## config.mk

```make
export PLATFORM = sky130hd
export DESIGN_NAME = lfsr_clk_divider
export DESIGN_NICKNAME = d
export VERILOG_FILES = /design/src/rtl/lfsr_div_pkg.sv /design/src/rtl/lfsr_divider.sv /design/src/rtl/post_divider.sv /design/src/rtl/lfsr_clk_divider.sv
export SDC_FILE = /design/constraint.sdc
export NUM_CORES = 1
export LEC_CHECK = 0
export ABC_CLOCK_PERIOD_IN_PS = 4950
export BUFFER_PORTS_ARGS = -buffer_cell sky130_fd_sc_hd__buf_2
export CAP_MARGIN = 5
export CORE_MARGIN = 1
export CORE_UTILIZATION = 40
export DETAILED_ROUTE_END_ITERATION = 8
export PLACE_DENSITY_LB_ADDON = 0.25
export SYNTH_ARGS = -nofsm -noshare
export SYNTH_HDL_FRONTEND = slang
export SYNTH_HIERARCHICAL = 1
export SYNTH_SLANG_ARGS = --single-unit
export TNS_END_PERCENT = 1
```

## constraint.sdc

```tcl
create_clock -name clk -period 4.95 [get_ports clk]
set_input_delay 0.99 -clock clk [delete_from_list [all_inputs] [get_ports clk]]
set_output_delay 0.99 -clock clk [all_outputs]
set_load 0.005 [all_outputs]
```

## src/rtl/lfsr_div_pkg.sv

```systemverilog
// Shared definitions for the shift-register clock divider.
// Assumes a single clock domain; the write select codes are fixed here.
package lfsr_div_pkg;

    typedef enum logic [1:0] {
        SEL_REF  = 2'd0,
        SEL_FB   = 2'd1,
        SEL_POST = 2'd2,
        SEL_NONE = 2'd3
    } wr_target_e;

endpackage

```

## src/rtl/lfsr_divider.sv

```systemverilog
// Divider that counts with an XNOR shift register.
// The state shifts left with the XNOR of the TAPS bits entering at bit 0.
// The all-zero state steps to the all-ones terminal state. At the terminal
// state the register loads reload_i and div_o toggles, so a reload value
// placed N-1 steps before the terminal gives a half-period of N clocks.
// Assumes reload_i is held by the caller; it is sampled only at the terminal.
module lfsr_divider #(
    parameter int                 WIDTH = 6,
    parameter logic [WIDTH-1:0]   TAPS  = 6'h30
) (
    input  logic             clk,
    input  logic             rst_n,
    input  logic [WIDTH-1:0] reload_i,
    output logic             div_o
);

    localparam logic [WIDTH-1:0] TERM = {WIDTH{1'b1}};

    logic [WIDTH-1:0] state_q;
    logic [WIDTH-1:0] step_d;
    logic             at_term;

    // Next state on the sequence, with the zero state routed to the terminal.
    always_comb begin
        at_term = (state_q == TERM);
        if (state_q == '0)
            step_d = TERM;
        else
            step_d = {state_q[WIDTH-2:0], ~^(state_q & TAPS)};
    end

    // State register: step, or reload and toggle at the terminal state.
    always_ff @(posedge clk) begin
        if (!rst_n) begin
            state_q <= TERM;
            div_o   <= 1'b0;
        end else if (at_term) begin
            state_q <= reload_i;
            div_o   <= ~div_o;
        end else begin
            state_q <= step_d;
        end
    end

    AST_RELOAD_AT_TERM: assert property (@(posedge clk) disable iff (!rst_n)
        (state_q == TERM) |=> (state_q == $past(reload_i)));
    AST_HOLD_OFF_TERM: assert property (@(posedge clk) disable iff (!rst_n)
        (state_q != TERM) |=> $stable(div_o));
    AST_ZERO_TO_TERM: assert property (@(posedge clk) disable iff (!rst_n)
        (state_q == '0) |=> (state_q == TERM));

endmodule

```

## src/rtl/post_divider.sv

```systemverilog
// Cascade of STAGES programmable counters. Each stage has a ratio of 1 to
// 2**FIELD_W, encoded as 2**FIELD_W minus the ratio, so field 0 means the
// largest ratio. The output toggles when every stage wraps at once, which
// gives a half-period equal to the product of the ratios. New fields are
// taken only at that toggle, so a half-period always runs whole.
module post_divider #(
    parameter int FIELD_W = 3,
    parameter int STAGES  = 2,
    localparam int RATIO_W = FIELD_W + 1,
    localparam int WORD_W  = FIELD_W * STAGES
) (
    input  logic              clk,
    input  logic              rst_n,
    input  logic [WORD_W-1:0] fields_i,
    output logic              div_o
);

    localparam logic [RATIO_W-1:0] FULL = RATIO_W'(2 ** FIELD_W);

    logic [STAGES-1:0][RATIO_W-1:0] act_q;
    logic [STAGES-1:0][RATIO_W-1:0] cnt_q;
    logic [STAGES-1:0][RATIO_W-1:0] ratio_d;
    logic [STAGES:0]                tick;
    logic                           boundary;

    assign tick[0] = 1'b1;

    // One decode and wrap detector per stage; each stage advances on the
    // wrap of the stage before it.
    for (genvar s = 0; s < STAGES; s++) begin : g_stage
        assign ratio_d[s]  = FULL - {1'b0, fields_i[s*FIELD_W +: FIELD_W]};
        assign tick[s+1]   = tick[s] && (cnt_q[s] == act_q[s] - 1'b1);

        AST_CNT_IN_RANGE: assert property (@(posedge clk) disable iff (!rst_n)
            cnt_q[s] < act_q[s]);
    end

    assign boundary = tick[STAGES];

    // Counter, active ratio and output registers.
    always_ff @(posedge clk) begin
        if (!rst_n) begin
            for (int s = 0; s < STAGES; s++) begin
                cnt_q[s] <= '0;
                act_q[s] <= RATIO_W'(1);
            end
            div_o <= 1'b0;
        end else begin
            for (int s = 0; s < STAGES; s++) begin
                if (tick[s+1])
                    cnt_q[s] <= '0;
                else if (tick[s])
                    cnt_q[s] <= cnt_q[s] + 1'b1;
            end
            if (boundary) begin
                act_q <= ratio_d;
                div_o <= ~div_o;
            end
        end
    end

    AST_RATIO_HELD: assert property (@(posedge clk) disable iff (!rst_n)
        !boundary |=> $stable(act_q));
    AST_TOGGLE_AT_BOUNDARY: assert property (@(posedge clk) disable iff (!rst_n)
        !boundary |=> $stable(div_o));

endmodule

```

## src/rtl/lfsr_clk_divider.sv

```systemverilog
// Top level: holds the write-selected settings and feeds the reference
// divider, the feedback divider and the post-divider. Everything runs on
// clk, with a synchronous active-low reset.
module lfsr_clk_divider
    import lfsr_div_pkg::*;
#(
    parameter int                REF_W      = 6,
    parameter logic [REF_W-1:0]  REF_TAPS   = 6'h30,
    parameter int                FB_W       = 8,
    parameter logic [FB_W-1:0]   FB_TAPS    = 8'h8E,
    parameter int                PD_FIELD_W = 3,
    parameter int                PD_STAGES  = 2,
    parameter int                DATA_W     = 8
) (
    input  logic              clk,
    input  logic              rst_n,
    input  logic              wr_en,
    input  logic [1:0]        wr_sel,
    input  logic [DATA_W-1:0] wr_data,
    output logic              ref_div_o,
    output logic              fb_div_o,
    output logic              post_div_o
);

    localparam int               POST_W   = PD_FIELD_W * PD_STAGES;
    localparam logic [REF_W-1:0] REF_RST  = {REF_W{1'b1}};
    localparam logic [FB_W-1:0]  FB_RST   = '0;
    localparam logic [POST_W-1:0] POST_RST = {POST_W{1'b1}};

    logic [REF_W-1:0]  ref_rl_q;
    logic [FB_W-1:0]   fb_rl_q;
    logic [POST_W-1:0] post_q;

    // Setting registers, written by the selected target only.
    always_ff @(posedge clk) begin
        if (!rst_n) begin
            ref_rl_q <= REF_RST;
            fb_rl_q  <= FB_RST;
            post_q   <= POST_RST;
        end else if (wr_en) begin
            case (wr_target_e'(wr_sel))
                SEL_REF:  ref_rl_q <= wr_data[REF_W-1:0];
                SEL_FB:   fb_rl_q  <= wr_data[FB_W-1:0];
                SEL_POST: post_q   <= wr_data[POST_W-1:0];
                default:  ;
            endcase
        end
    end

    AST_IGNORED_WRITE: assert property (@(posedge clk) disable iff (!rst_n)
        (!wr_en || wr_sel == SEL_NONE) |=>
        ($stable(ref_rl_q) && $stable(fb_rl_q) && $stable(post_q)));

    lfsr_divider #(.WIDTH(REF_W), .TAPS(REF_TAPS)) u_ref_div (
        .clk      (clk),
        .rst_n    (rst_n),
        .reload_i (ref_rl_q),
        .div_o    (ref_div_o)
    );

    lfsr_divider #(.WIDTH(FB_W), .TAPS(FB_TAPS)) u_fb_div (
        .clk      (clk),
        .rst_n    (rst_n),
        .reload_i (fb_rl_q),
        .div_o    (fb_div_o)
    );

    post_divider #(.FIELD_W(PD_FIELD_W), .STAGES(PD_STAGES)) u_post_div (
        .clk      (clk),
        .rst_n    (rst_n),
        .fields_i (post_q),
        .div_o    (post_div_o)
    );

endmodule

```

==> flow_summary.json, run 1 <==
{
  "worst_pin_slew_ps": 1000,
  "synth_top_area_share": 0.428,
  "clock_sinks": 53,
  "power_density_nw_per_um2": 464,
  "hpwl_um": 3090,
  "start_util": 0.416,
  "peakVddDrop_mv": 0.297,
  "path_clk_slew_ps": 100,
  "synth_fp_nets": 295,
  "routed_wl_um": 4350,
  "die_width_um": 80.7,
  "hold_viol": 0,
  "nets": 305,
  "grt_pass1_wl_um": 7770,
  "relSlewSlack": 0.333,
  "cts_setup_buffers": 0,
  "synth_seq_cells": 53,
  "clk_latency_ps": 310,
  "holdPathEnd": "fb_rl_q[7]$_SDFFE_PN0P_",
  "postSynthAreaPerCell_sq_um": 9.10,
  "path_class": "in -> reg",
  "io_pins": 16,
  "synth_warnings": 6,
  "synthTopCellsByArea": "dfxtp_1, mux2i_1, nand2_1",
  "cts_max_level": 2,
  "drt_first_iter_violations": 43,
  "wl_met1_um": 2270,
  "r2r_cells": 7,
  "drtPass1Iterations": 4,
  "cp_max_fo": 67,
  "cap_violations": 0,
  "r2r-end": "u_post_div/cnt_q[7]$_SDFFE_PP0P_",
  "portBuffers": 15,
  "route.detailed.drc": 0,
  "tritoncts": "built",
  "synthArstFlopShare": 0,
  "grt_pass1_vias": 1731,
  "r2r-start": "u_post_div/act_q[0]$_SDFFE_PN1P_",
  "gr-total-overflow": 0,
  "vias_per_cell": 5.13,
  "yosysMostFrequentCell": "dfxtp_1",
  "hold_ws_ps": 468,
  "hold_start": "fb_rl_q[7]$_SDFFE_PN0P_",
  "fmax_ghz": 0.420,
  "dieArea_sq_um": 6510,
  "cp-end-kind": "flip-flop",
  "antenna_cells": 0,
  "finalSetupTns_ps": 0,
  "synth_common_cells": "dfxtp_1, nand2_1, mux2i_1",
  "synth_seq_area_share": 0.428,
  "min_path_type": "reg -> reg",
  "die_h_um": 80.7,
  "dr_wl_met2_um": 1900,
  "synth_cell_types": 41,
  "cp.required_ps": 5190,
  "antenna_found_initial": 0,
  "finalSetupViolCount": 0,
  "synth_area_leader_cell": "dfxtp_1",
  "drt-wirelength-per-cell_um": 12.1,
  "grt_max_degree": 68,
  "grt_usage": 0.154,
  "num_rows": 28,
  "holdPathStages": 2,
  "timing.final.crit_period_ps": 2380,
  "core_sq_um": 5960,
  "cp.arrival_ps": 2620,
  "gp_congestion": 0.730,
  "synth_ff_type": "dfxtp_1",
  "reg2reg_slack_ps": 2690,
  "layout-drive-gt1-share": 0.110,
  "synth_edf_count": 0,
  "numCtsBuffers": 5,
  "syn_to_final_growth_pct": 8.19,
  "startpoint_type": "primary input",
  "ant_nets": 0,
  "period_share": 0.481,
  "outcome": "complete, no violations",
  "grt_setup_unrepaired": "false",
  "synth_cells": 272,
  "fin_util": 0.450,
  "maxSlewViolCount": 0,
  "cts_buffer_depth": 2,
  "cts-hold-fix-buffers": 0,
  "netlist_area_sq_um": 2480,
  "highest_layer": "met4",
  "clockRootBuffer": "clkbuf_8",
  "leakagePower_nw": 1.15,
  "skew_ps": 10.2,
  "met3_length_um": 111,
  "cts_resized": 0,
  "vias": 1836
}
-- stage by stage --
| stage | std cells | worst slack [ps] | power, mW | cell area, sq um |
|---|---|---|---|---|
| 3_3_place_gp | 350 | 2280 | 0.998 | 2590 |
| 2_1_floorplan | 272 | 3000 | 0.919 | 2480 |
| 6_report | 358 | 2570 | 1.24 | 2680 |
| 4_1_cts | 358 | 2560 | 1.26 | 2680 |
| 5_1_grt | 358 | 2390 | 1.34 | 2680 |
| 3_5_place_dp | 350 | 2240 | 1.01 | 2590 |
-- cells in the final DEF, fill, tap and decap left out, types with 2 or more instances in the layout --
master | Yosys | routed
a21oi_1 | 8 | 8
a31oi_1 | 2 | 2
and3b_2 | 2 | 2
and4_1 | 2 | 2
buf_2 | 3 | 15
clkbuf_8 | 0 | 5
dfxtp_1 | 53 | 53
ha_1 | 10 | 10
inv_1 | 15 | 15
mux2i_1 | 24 | 24
nand2_1 | 37 | 37
nand3_1 | 10 | 10
nand4_1 | 4 | 4
nor2_1 | 7 | 7
nor2b_1 | 18 | 18
nor3_1 | 11 | 11
o211ai_1 | 2 | 2
o21ai_0 | 6 | 6
o21ai_1 | 7 | 7
o22ai_1 | 5 | 5
or4_1 | 2 | 2
xnor2_1 | 9 | 9
xor2_1 | 10 | 10
-- state kept, by name, summed over array words and instances (netlist names) --
register,count
u_ref_div/div_o,1
u_post_div/div_o,1
fb_rl_q,8
ref_rl_q,6
post_q,6
u_ref_div/state_q,6
u_fb_div/div_o,1
u_post_div/act_q,8
u_post_div/cnt_q,8
u_fb_div/state_q,8
-- worst max path at each step --
stage                      from                            end  slack (ps)  cells past startpoint
final                     rst_n  u_post_div/div_o$_SDFFE_PN0P_        2570                      4
after global routing      rst_n  u_post_div/div_o$_SDFFE_PN0P_        2390                      4
after CTS                 rst_n  u_post_div/div_o$_SDFFE_PN0P_        2560                      4
after detailed placement  rst_n  u_post_div/div_o$_SDFFE_PN0P_        2240                      4
after global placement    rst_n  u_post_div/div_o$_SDFFE_PN0P_        2280                      4
after floorplan           rst_n  u_post_div/div_o$_SDFFE_PN0P_        3000                      4
-- logic make-up (layout without fill, tap and decap cells) --
family | Yosys count | count (layout) | share of synthesized area
fa+ha+maj | 10 | 10 | 0.0505
mux | 24 | 24 | 0.0970
simple gates | 107 | 107 | 0.238
buf+inv | 27 | 38 | 0.0455
flops | 53 | 53 | 0.429
compound gates | 32 | 32 | 0.0738
xor+xnor | 19 | 19 | 0.0672
-- layout make-up --
cell class | count | area [sq um]
Fill cell | 613 | 3280
Multi-Input combinational cell | 192 | 1300
Sequential cell | 53 | 1060
Tap cell | 75 | 93.8
Timing Repair Buffer | 15 | 75.1
Clock buffer | 5 | 68.8
Inverter | 15 | 56.3
Clock inverter | 3 | 21.3
-- metal layers --
metal / up-vias / track usage
li1: 953 / -
met1: 854 / 0.205
met2: 22 / 0.245
met3: 7 / 0.0307
met4: 0 / 0.0589
met5: - / 0
-- critical path, stage by stage --
cell     delay, ps
buf_2          750
inv_1          250
or4_1          540
o21ai_0         80
-- report_power, final --
group	internal [mW]	total, mW	switching, mW
Sequential	0.495	0.560	0.0648
Clock	0.101	0.248	0.148
Combinational	0.182	0.435	0.253
Total	0.779	1.24	0.465
No activity file was read; power rests on OpenSTA's default activity.
==> run 2: changes to the inputs <==
--- a/config.mk
+++ b/config.mk
@@ -5,7 +5,7 @@
 export SDC_FILE = /design/constraint.sdc
 export NUM_CORES = 1
 export LEC_CHECK = 0
-export ABC_CLOCK_PERIOD_IN_PS = 4950
+export ABC_CLOCK_PERIOD_IN_PS = 2400
 export BUFFER_PORTS_ARGS = -buffer_cell sky130_fd_sc_hd__buf_2
 export CAP_MARGIN = 5
 export CORE_MARGIN = 1
==> constraint.sdc (replaced) <==
create_clock -name clk -period 2.4 [get_ports clk]
set_input_delay 0.48 -clock clk [delete_from_list [all_inputs] [get_ports clk]]
set_output_delay 0.48 -clock clk [all_outputs]
set_load 0.005 [all_outputs]
==> run 2 against run 1 <==
Count of clock-buffer cells in the layout grew 1. Design area grew 2.1%. Clock skew shrank 3.9 ps. Critical endpoint is now u_post_div/cnt_q[7]$_SDFFE_PP0P_. Largest power group unchanged.
==> flow_summary.json, run 2 (synthesis results as in run 1) <==
{
  "cts_setup_buffers": 0,
  "grt_pass1_wl_um": 7730,
  "drtPass1Iterations": 4,
  "numCtsBuffers": 5,
  "final.setup.worst_slack_ps": 337,
  "grt_usage": 0.157,
  "outcome": "complete, no violations",
  "fin_util": 0.459,
  "startpoint_type": "flip-flop",
  "grt_pass1_vias": 1751,
  "clock_sinks": 53,
  "maxSlewViolCount": 0,
  "place_ws_ps": 367,
  "gr-total-overflow": 0,
  "hold_viol": 0,
  "clockRootBuffer": "clkbuf_8",
  "skew_ps": 6.26,
  "cts_max_level": 2,
  "die_width_um": 80.7,
  "fin_area_sq_um": 2740,
  "finalSetupViolCount": 0,
  "final-seq-area_sq_um": 1060,
  "path_class": "reg -> reg",
  "peakVddDrop_mv": 0.426,
  "syn_to_final_growth_pct": 10.5,
  "core_sq_um": 5960,
  "route.detailed.drc": 0,
  "nets": 308,
  "fmax_ghz": 0.485,
  "cts-hold-fix-buffers": 0,
  "finalSetupTns_ps": 0,
  "dpl-instance-area_sq_um": 2620,
  "layout_commonest_cell": "dfxtp_1",
  "die_h_um": 80.7,
  "hold_ws_ps": 411,
  "layout-drive-gt1-share": 0.115,
  "dieArea_sq_um": 6510,
  "antenna_found_initial": 0,
  "period_share": 0.859,
  "grt_use_met2": 0.253,
  "io_pins": 16,
  "cts_resized": 0,
  "antenna_cells": 0,
  "worst_pin_slew_ps": 468,
  "cp.arrival_ps": 2290,
  "p_total_mw": 2.71,
  "clk_latency_ps": 300,
  "timing.final.crit_period_ps": 2060,
  "dp_cells": 353,
  "fin_cells": 361,
  "tritoncts": "built",
  "drt_first_iter_violations": 73,
  "cts_buffer_depth": 2,
  "cap_violations": 0,
  "final_cell_mix": "dfxtp_1, nand2_1, mux2i_1",
  "ant_nets": 0,
  "routed_wl_um": 4450,
  "relSlewSlack": 0.685,
  "cp.required_ps": 2630,
  "multi_input_area_sq_um": 1300,
  "grt_use_met3": 0.0352,
  "gp_congestion": 0.768,
  "vias_per_cell": 5.08,
  "reg2reg_slack_ps": 340,
  "n_fill_cell": 611,
  "portBuffers": 15,
  "cp_max_fo": 7,
  "min_path_type": "in -> reg",
  "hpwl_um": 3200,
  "start_util": 0.416,
  "grt_max_degree": 53,
  "drt-wirelength-per-cell_um": 12.3,
  "num_rows": 28,
  "grt_setup_unrepaired": "false",
  "cp-end-kind": "flip-flop",
  "power_density_nw_per_um2": 990,
  "busiest_layer": "met2",
  "path_clk_slew_ps": 100,
  "leakagePower_nw": 1.18,
  "vias": 1834,
  "grtUsageMet1": 0.198
}
==> run 2: per-layer routing <==
layer,wire (um),share of wire
met5,0,0
met1,2310,0.52
met4,57,0.013
met2,1980,0.44
met3,105,0.024
==> run 2: critical path: stages, from the launching register on <==
cell     delay [ps]
dfxtp_1         370
inv_1            70
ha_1            200
xor2_1          170
xnor2_1         170
nand4_1         280
or4_1           570
a31oi_1         180
==> run 2: path summary, 6_finish.rpt <==
path,to,depth (start not counted),start
setup / recovery,u_post_div/cnt_q[7]$_SDFFE_PP0P_,7,u_post_div/act_q[0]$_SDFFE_PN1P_
hold / removal,fb_rl_q[6]$_SDFFE_PN0P_,3,wr_data[6]
setup reg to reg,u_post_div/cnt_q[7]$_SDFFE_PP0P_,7,u_post_div/act_q[0]$_SDFFE_PN1P_
hold reg to reg,fb_rl_q[3]$_SDFFE_PN0P_,2,fb_rl_q[3]$_SDFFE_PN0P_
==> run 2: final cells by class <==
cell class | instances | share of cell area
tap | 75 | 0.0343
clock buffer | 6 | 0.0265
multi-input combinational | 192 | 0.476
clock inverter | 2 | 0.0142
inverter | 15 | 0.0206
sequential | 53 | 0.388
timing repair buffer | 18 | 0.0403
==> run 2: where the power goes <==
group / internal, mW / switching [mW]
Combinational: 0.418 / 0.535
Sequential: 1.02 / 0.134
Clock: 0.313 / 0.286
Total: 1.75 / 0.955
